===== config.mk =====
export PLATFORM = sky130hd
export DESIGN_NAME = eepromPageWriter
export DESIGN_NICKNAME = d
export VERILOG_FILES = /design/src/rtl/eewr_pkg.sv /design/src/rtl/eewrSync.sv /design/src/rtl/eewrCtrl.sv /design/src/rtl/eewrDatapath.sv /design/src/rtl/eepromPageWriter.sv
export SDC_FILE = /design/constraint.sdc
export NUM_CORES = 1
export LEC_CHECK = 0
export BUFFER_PORTS_ARGS = -buffer_cell sky130_fd_sc_hd__buf_4
export CORE_ASPECT_RATIO = 0.5
export CORE_MARGIN = 10
export CORE_UTILIZATION = 40
export DETAILED_ROUTE_END_ITERATION = 8
export PLACE_DENSITY_LB_ADDON = 0.1
export SETUP_SLACK_MARGIN = 0.3
export SLEW_MARGIN = 20
export SYNTH_ARGS = -nofsm -noshare
export SYNTH_HDL_FRONTEND = slang
export SYNTH_HIERARCHICAL = 1
export SYNTH_SLANG_ARGS = --single-unit

===== constraint.sdc =====
create_clock -name clk -period 3.7 [get_ports clk]
set_input_delay 0.925 -clock clk [delete_from_list [all_inputs] [get_ports clk]]
set_output_delay 0.925 -clock clk [all_outputs]
set_load 0.02 [all_outputs]

===== src/rtl/eewr_pkg.sv =====
package eewr_pkg;

  typedef enum logic [2:0] {
    ST_IDLE,
    ST_SEL,
    ST_AHI,
    ST_ALO,
    ST_DATA,
    ST_BUSY
  } busState_t;

  // strobes from control to datapath
  typedef struct packed {
    logic       clearBuf;
    logic       loadHi;
    logic       loadLo;
    logic       pushData;
    logic       commit;
    logic       protect;
    logic [7:0] rxByte;
  } dpStrobe_t;

endpackage


===== src/rtl/eewrSync.sv =====
module eewrSync #(
  parameter int W      = 3,
  parameter int STAGES = 2
) (
  input  logic         clk,
  input  logic         rstN,
  input  logic [W-1:0] din,
  output logic [W-1:0] dout
);

  logic [W-1:0] stage [STAGES];

  always_ff @(posedge clk) begin
    if (!rstN) begin
      for (int i = 0; i < STAGES; i++) stage[i] <= '1;
    end else begin
      stage[0] <= din;
      for (int i = 1; i < STAGES; i++) stage[i] <= stage[i-1];
    end
  end

  assign dout = stage[STAGES-1];

endmodule


===== src/rtl/eewrCtrl.sv =====
module eewrCtrl
  import eewr_pkg::*;
#(
  parameter logic [6:0] DEV_CODE  = 7'h50,
  parameter int         WR_CYCLES = 2000
) (
  input  logic      clk,
  input  logic      rstN,
  input  logic      sclIn,
  input  logic      sdaIn,
  input  logic      wpIn,
  output logic      sdaOutEn,
  output logic      busy,
  output dpStrobe_t strb
);

  localparam int CW = $clog2(WR_CYCLES + 1);

  logic [2:0] syncOut;
  logic sclS, sdaS, wpS;
  logic sclP, sdaP;

  eewrSync #(.W(3), .STAGES(2)) u_sync (
    .clk (clk),
    .rstN(rstN),
    .din ({wpIn, sdaIn, sclIn}),
    .dout(syncOut)
  );

  assign sclS = syncOut[0];
  assign sdaS = syncOut[1];
  assign wpS  = syncOut[2];

  busState_t     state;
  logic [3:0]    bitCnt;
  logic [7:0]    shiftR;
  logic          ackOn;
  logic          gotData;
  logic          wpLatch;
  logic [CW-1:0] cycCnt;

  logic startDet, stopDet, riseDet, fallDet;
  logic active, byteEnd, selOk, commitOk, addrPhase;

  assign startDet  = sclS & sclP & sdaP & ~sdaS;
  assign stopDet   = sclS & sclP & ~sdaP & sdaS;
  assign riseDet   = sclS & ~sclP;
  assign fallDet   = ~sclS & sclP;
  assign active    = state inside {ST_SEL, ST_AHI, ST_ALO, ST_DATA};
  assign addrPhase = state inside {ST_SEL, ST_AHI, ST_ALO};
  assign byteEnd   = active & fallDet & (bitCnt == 4'd8) & ~ackOn;
  assign selOk     = (shiftR == {DEV_CODE, 1'b0});
  assign commitOk  = stopDet & (state == ST_DATA) & gotData & (bitCnt == 4'd1);

  always_comb begin
    strb          = '0;
    strb.rxByte   = shiftR;
    strb.protect  = wpLatch;
    strb.clearBuf = startDet & (state != ST_BUSY);
    strb.loadHi   = byteEnd & (state == ST_AHI);
    strb.loadLo   = byteEnd & (state == ST_ALO);
    strb.pushData = byteEnd & (state == ST_DATA);
    strb.commit   = commitOk;
  end

  always_ff @(posedge clk) begin
    if (!rstN) begin
      sclP    <= 1'b1;
      sdaP    <= 1'b1;
      state   <= ST_IDLE;
      bitCnt  <= '0;
      shiftR  <= '0;
      ackOn   <= 1'b0;
      gotData <= 1'b0;
      wpLatch <= 1'b0;
      cycCnt  <= '0;
    end else begin
      sclP <= sclS;
      sdaP <= sdaS;
      if (state == ST_BUSY) begin
        cycCnt <= cycCnt + 1'b1;
        if (cycCnt == CW'(WR_CYCLES - 1)) state <= ST_IDLE;
      end else if (startDet) begin
        state   <= ST_SEL;
        bitCnt  <= '0;
        ackOn   <= 1'b0;
        gotData <= 1'b0;
        wpLatch <= wpS;
      end else if (stopDet) begin
        ackOn  <= 1'b0;
        bitCnt <= '0;
        cycCnt <= '0;
        state  <= commitOk ? ST_BUSY : ST_IDLE;
      end else if (active) begin
        if (addrPhase) wpLatch <= wpLatch | wpS;
        if (riseDet) begin
          if (bitCnt < 4'd8) begin
            shiftR <= {shiftR[6:0], sdaS};
            bitCnt <= bitCnt + 1'b1;
          end else if (bitCnt == 4'd8) begin
            bitCnt <= 4'd9;
          end
        end
        if (fallDet) begin
          if (byteEnd) begin
            if (state != ST_SEL || selOk) begin
              ackOn <= 1'b1;
              if (state == ST_DATA) gotData <= 1'b1;
            end else begin
              state  <= ST_IDLE;
              bitCnt <= '0;
            end
          end else if (bitCnt == 4'd9) begin
            ackOn  <= 1'b0;
            bitCnt <= '0;
            unique case (state)
              ST_SEL:  state <= ST_AHI;
              ST_AHI:  state <= ST_ALO;
              default: state <= ST_DATA;
            endcase
          end
        end
      end
    end
  end

  assign busy     = (state == ST_BUSY);
  assign sdaOutEn = ackOn & ~busy;

endmodule


===== src/rtl/eewrDatapath.sv =====
module eewrDatapath
  import eewr_pkg::*;
#(
  parameter int ADDR_W     = 13,
  parameter int PAGE_BYTES = 32
) (
  input  logic              clk,
  input  logic              rstN,
  input  dpStrobe_t         strb,
  output logic              memWe,
  output logic [ADDR_W-1:0] memAddr,
  output logic [7:0]        memData
);

  localparam int PG_W = $clog2(PAGE_BYTES);
  localparam int PN_W = ADDR_W - PG_W;

  logic [7:0]      addrHi;
  logic [15:0]     fullAddr;
  logic [PN_W-1:0] pageReg;
  logic [PG_W-1:0] ptr;
  logic            stepOn;
  logic [PG_W-1:0] idx;
  logic            protReg;
  logic            topQ;

  logic [7:0] bufArr [PAGE_BYTES];
  logic       vldArr [PAGE_BYTES];

  assign fullAddr = {addrHi, strb.rxByte};

  always_ff @(posedge clk) begin
    if (!rstN) begin
      addrHi  <= '0;
      pageReg <= '0;
      ptr     <= '0;
    end else begin
      if (strb.loadHi) addrHi <= strb.rxByte;
      if (strb.loadLo) begin
        pageReg <= PN_W'(fullAddr >> PG_W);
        ptr     <= PG_W'(fullAddr);
      end else if (strb.pushData) begin
        ptr <= ptr + 1'b1;
      end
    end
  end

  for (genvar i = 0; i < PAGE_BYTES; i++) begin : g_entry
    logic [7:0] ent;
    logic       vld;
    always_ff @(posedge clk) begin
      if (!rstN) begin
        ent <= '0;
        vld <= 1'b0;
      end else if (strb.clearBuf) begin
        vld <= 1'b0;
      end else if (strb.pushData && ptr == PG_W'(i)) begin
        ent <= strb.rxByte;
        vld <= 1'b1;
      end
    end
    assign bufArr[i] = ent;
    assign vldArr[i] = vld;
  end

  always_ff @(posedge clk) begin
    if (!rstN) begin
      stepOn  <= 1'b0;
      idx     <= '0;
      protReg <= 1'b0;
    end else if (strb.commit) begin
      stepOn  <= 1'b1;
      idx     <= '0;
      protReg <= strb.protect;
    end else if (stepOn) begin
      idx <= idx + 1'b1;
      if (idx == PG_W'(PAGE_BYTES - 1)) stepOn <= 1'b0;
    end
  end

  assign topQ    = (pageReg[PN_W-1 -: 2] == 2'b11);
  assign memWe   = stepOn & vldArr[idx] & ~(protReg & topQ);
  assign memAddr = {pageReg, idx};
  assign memData = bufArr[idx];

endmodule


===== src/rtl/eepromPageWriter.sv =====
module eepromPageWriter
  import eewr_pkg::*;
#(
  parameter logic [6:0] DEV_CODE   = 7'h50,
  parameter int         MEM_DEPTH  = 8192,
  parameter int         PAGE_BYTES = 32,
  parameter int         WR_CYCLES  = 2000,
  localparam int        ADDR_W     = $clog2(MEM_DEPTH)
) (
  input  logic              clk,
  input  logic              rstN,
  input  logic              sclIn,
  input  logic              sdaIn,
  input  logic              wpIn,
  output logic              sdaOutEn,
  output logic              busy,
  output logic              memWe,
  output logic [ADDR_W-1:0] memAddr,
  output logic [7:0]        memData
);

  dpStrobe_t strb;

  eewrCtrl #(.DEV_CODE(DEV_CODE), .WR_CYCLES(WR_CYCLES)) u_ctrl (
    .clk     (clk),
    .rstN    (rstN),
    .sclIn   (sclIn),
    .sdaIn   (sdaIn),
    .wpIn    (wpIn),
    .sdaOutEn(sdaOutEn),
    .busy    (busy),
    .strb    (strb)
  );

  eewrDatapath #(.ADDR_W(ADDR_W), .PAGE_BYTES(PAGE_BYTES)) u_dp (
    .clk    (clk),
    .rstN   (rstN),
    .strb   (strb),
    .memWe  (memWe),
    .memAddr(memAddr),
    .memData(memData)
  );

endmodule


==> flow_metrics.env <==
export IMPL_status="completed"
export IMPL_vias=13100
export IMPL_clock_latency_ns=0.53
export IMPL_leakage_uw=0.00632
export IMPL_routed_wl_mm=47.5
export IMPL_cp_data_arrival_time_ns=2.41
export IMPL_root_buffer="clkbuf_16"
export IMPL_cts_buffers=36
export IMPL_wl_met3_mm=2.53
export IMPL_post_drt_wl_per_cell_um=20.2
export IMPL_synth_area_leaders="dfxtp_1, mux2i_1, a21boi_0, nand2_1, mux4_2"
export IMPL_yosysUniqueCellTypes=66
export IMPL_yosys_warnings=6
export IMPL_synth_edff_count=0
export IMPL_slew_viol_final=0
export IMPL_cp_data_required_time_ns=2.77
export IMPL_ant_nets=0
export IMPL_setup_slack_ns=0.366
export IMPL_path_class="flip-flop to primary output"
export IMPL_drt_iter0_drc=1077
export IMPL_routabilityCongestion=0.804
export IMPL_cp_end_kind="primary output"
export IMPL_finalInstanceArea_um2=18600
export IMPL_highest_layer="met4"
export IMPL_portBuffers=28
export IMPL_async_reset_ff_share_pct=0
export IMPL_nets=1801
export IMPL_postCtsHoldBufs=0
export IMPL_layout_drive_gt1_share_pct=13.4
export IMPL_min_period_ns=3.33
export IMPL_antenna_found_initial=0
export IMPL_die_height_um=164
export IMPL_grt_pass1_wl_mm=75.0
export IMPL_viasPerCell=5.59
export IMPL_rsz0062_at_grt="yes"
export IMPL_power_density_nw_per_um2=407
export IMPL_peakVddDrop_uv=224
export IMPL_dp_worst_setup_slack_ns=0.289
export IMPL_m1WireLength_mm=22.9
export IMPL_setup_viol=0
export IMPL_crit_fanout=16
export IMPL_final_cell_mix="dfxtp_1, nand2_1, a21boi_0, mux2i_1, nand3_1"
export IMPL_hold_violations=0
export IMPL_netlist_area_leader_share_pct=42.1
export IMPL_slew_headroom_pct=34.8
export IMPL_initial_core_util_pct=40.9
export IMPL_ios=29
export IMPL_first_pass_iters=5
export IMPL_layout_commonest_cell="dfxtp_1"
export IMPL_yosysTopAreaCell="dfxtp_1"
export IMPL_cts_sinks=350
export IMPL_syn_nets=1837
export IMPL_ys_flop_type="dfxtp_1"
export IMPL_clk_pin_slew_ns=0.06
export IMPL_core_area_um2=40700
export IMPL_avgSynthCellArea_um2=9.15
export IMPL_seq_area_frac_synth_pct=42.1
export IMPL_htreeDepth=2
export IMPL_cap_violations=0
export IMPL_wl_met2_mm=21.3
export IMPL_dieArea_um2=50700
export IMPL_cts_path_max_buffers=3
export IMPL_n_antenna_cell=0
export IMPL_grt_max_degree=206
export IMPL_grt_pass1_vias=12900
export IMPL_worstMarginPinSlew_ns=0.977
export IMPL_post_dp_cell_area_um2=17300
export IMPL_synth_cells=1820
export IMPL_area_growth_pct=11.9
export IMPL_setup_tns_ns=0
export IMPL_fin_skew_ns=0.0123
export IMPL_fin_crit_sh_pct=90.1
export IMPL_hpwl_mm=29.8
export IMPL_synth_seq_cells=350
export IMPL_start_kind="flip-flop"
export IMPL_grt_usage_pct=18.5
export IMPL_cts_tree="yes"
export IMPL_syn_area_um2=16600
export IMPL_floorplan_rows=52
export IMPL_die_x_um=309
export IMPL_route_detailed_drc=0
export IMPL_fmax_ghz=0.300
export IMPL_hold_path_class="flip-flop to flip-flop"
export IMPL_grt_ovfl_total=0
state kept, by name (all words and copies together) (netlist names), 3 cells and up:
register             flops
u_ctrl/bitCnt            4
u_ctrl/cycCnt           11
u_ctrl/shiftR            8
u_ctrl/state             3
u_ctrl/u_sync/stage      6
u_dp/addrHi              5
u_dp/g_entry.ent       256
u_dp/g_entry.vld        32
u_dp/idx                 5
u_dp/pageReg             8
u_dp/ptr                 5
layer usage:
layer	vias up	track usage, %
met5	-	0
met4	0	4.02
met3	54	3.12
met2	307	29.1
met1	6499	26.3
li1	6271	-
path summary, 6_finish.rpt:
kind,startpoint,end,slack (ns),cells past startpoint
hold / removal,u_ctrl/u_sync/stage[0][0]$_SDFF_PN1_,u_ctrl/u_sync/stage[0][3]$_SDFF_PN1_,0.41,1
setup reg to reg,u_ctrl/bitCnt[0]$_SDFFE_PN0P_,u_dp/g_entry[0].ent[2]$_SDFFE_PN0P_,0.59,12
hold reg to reg,u_ctrl/u_sync/stage[0][0]$_SDFF_PN1_,u_ctrl/u_sync/stage[0][3]$_SDFF_PN1_,0.41,1
setup / recovery,u_dp/idx[0]$_SDFFE_PP0P_,memData[0],0.37,6
stage by stage:
| stage | std cells | power, µW | util [%] | hold slack (ns) |
|---|---|---|---|---|
| after floorplan | 1820 | 3950 | - | 0.386 |
| after global placement | 2277 | 3980 | 42.5 | 0.405 |
| after detailed placement | 2277 | 3980 | 42.5 | 0.393 |
| after CTS | 2342 | 7680 | 45.5 | 0.407 |
| after global routing | 2348 | 7850 | 45.7 | 0.430 |
| final | 2348 | 7580 | 45.7 | 0.407 |
cells in the mapped netlist, drive strengths merged (4+ instances only):
cell type and count:
mux4 38, nor2b 94, ha 12, a31oi 8, nand2 243, mux2 17, nor3 8, nand4 13
xor2 4, inv 12, nand2b 18, and3 12, dfxtp 350, a21oi 61, buf 79, clkbuf 93
nand3b 5, a21boi 184, nand3 130, nand4b 6, nor4 6, and2 11, a22oi 20, a211oi 4
mux2i 170, nor2 78, o21ai 108
cell type report:
cell class | instances | area, µm²
clock buffers | 58 | 1100
clock inverters | 4 | 70.1
fillers | 3879 | 22100
inverters | 12 | 45.0
multi-input cells | 1286 | 8870
flip-flops and latches | 350 | 7020
well taps | 540 | 676
repair buffers | 98 | 843
power by group:
part	internal, µW	total [µW]	leakage [µW]	switching [µW]
Sequential	3770	3770	0.00282	4.02
Combinational	53.5	122	0.00292	68.3
Clock	2180	3690	0.000577	1510
cell families after synthesis:
family          Yosys count  synth area share [%]
xor+xnor                  6                 0.316
flops                   350                  42.1
mux                     225                  16.6
fa+ha+maj                12                 0.902
compound gates          401                  15.7
simple gates            642                  19.4
buf+inv                 184                  4.96
worst max-delay path: stages (launching register included):
cell and delay (ns):
dfxtp_4 0.40, buf_12 0.19, mux4_2 0.51, mux2_2 0.34, nand3_1 0.12, nand4_1 0.13
buf_4 0.18
repair_timing:
item	4_1_cts	5_1_grt
pin swaps	0	2
setup endpoints to repair	10	16
gates resized for setup	4	1
setup buffers	3	6
No activity file was read; power rests on OpenSTA's default activity.
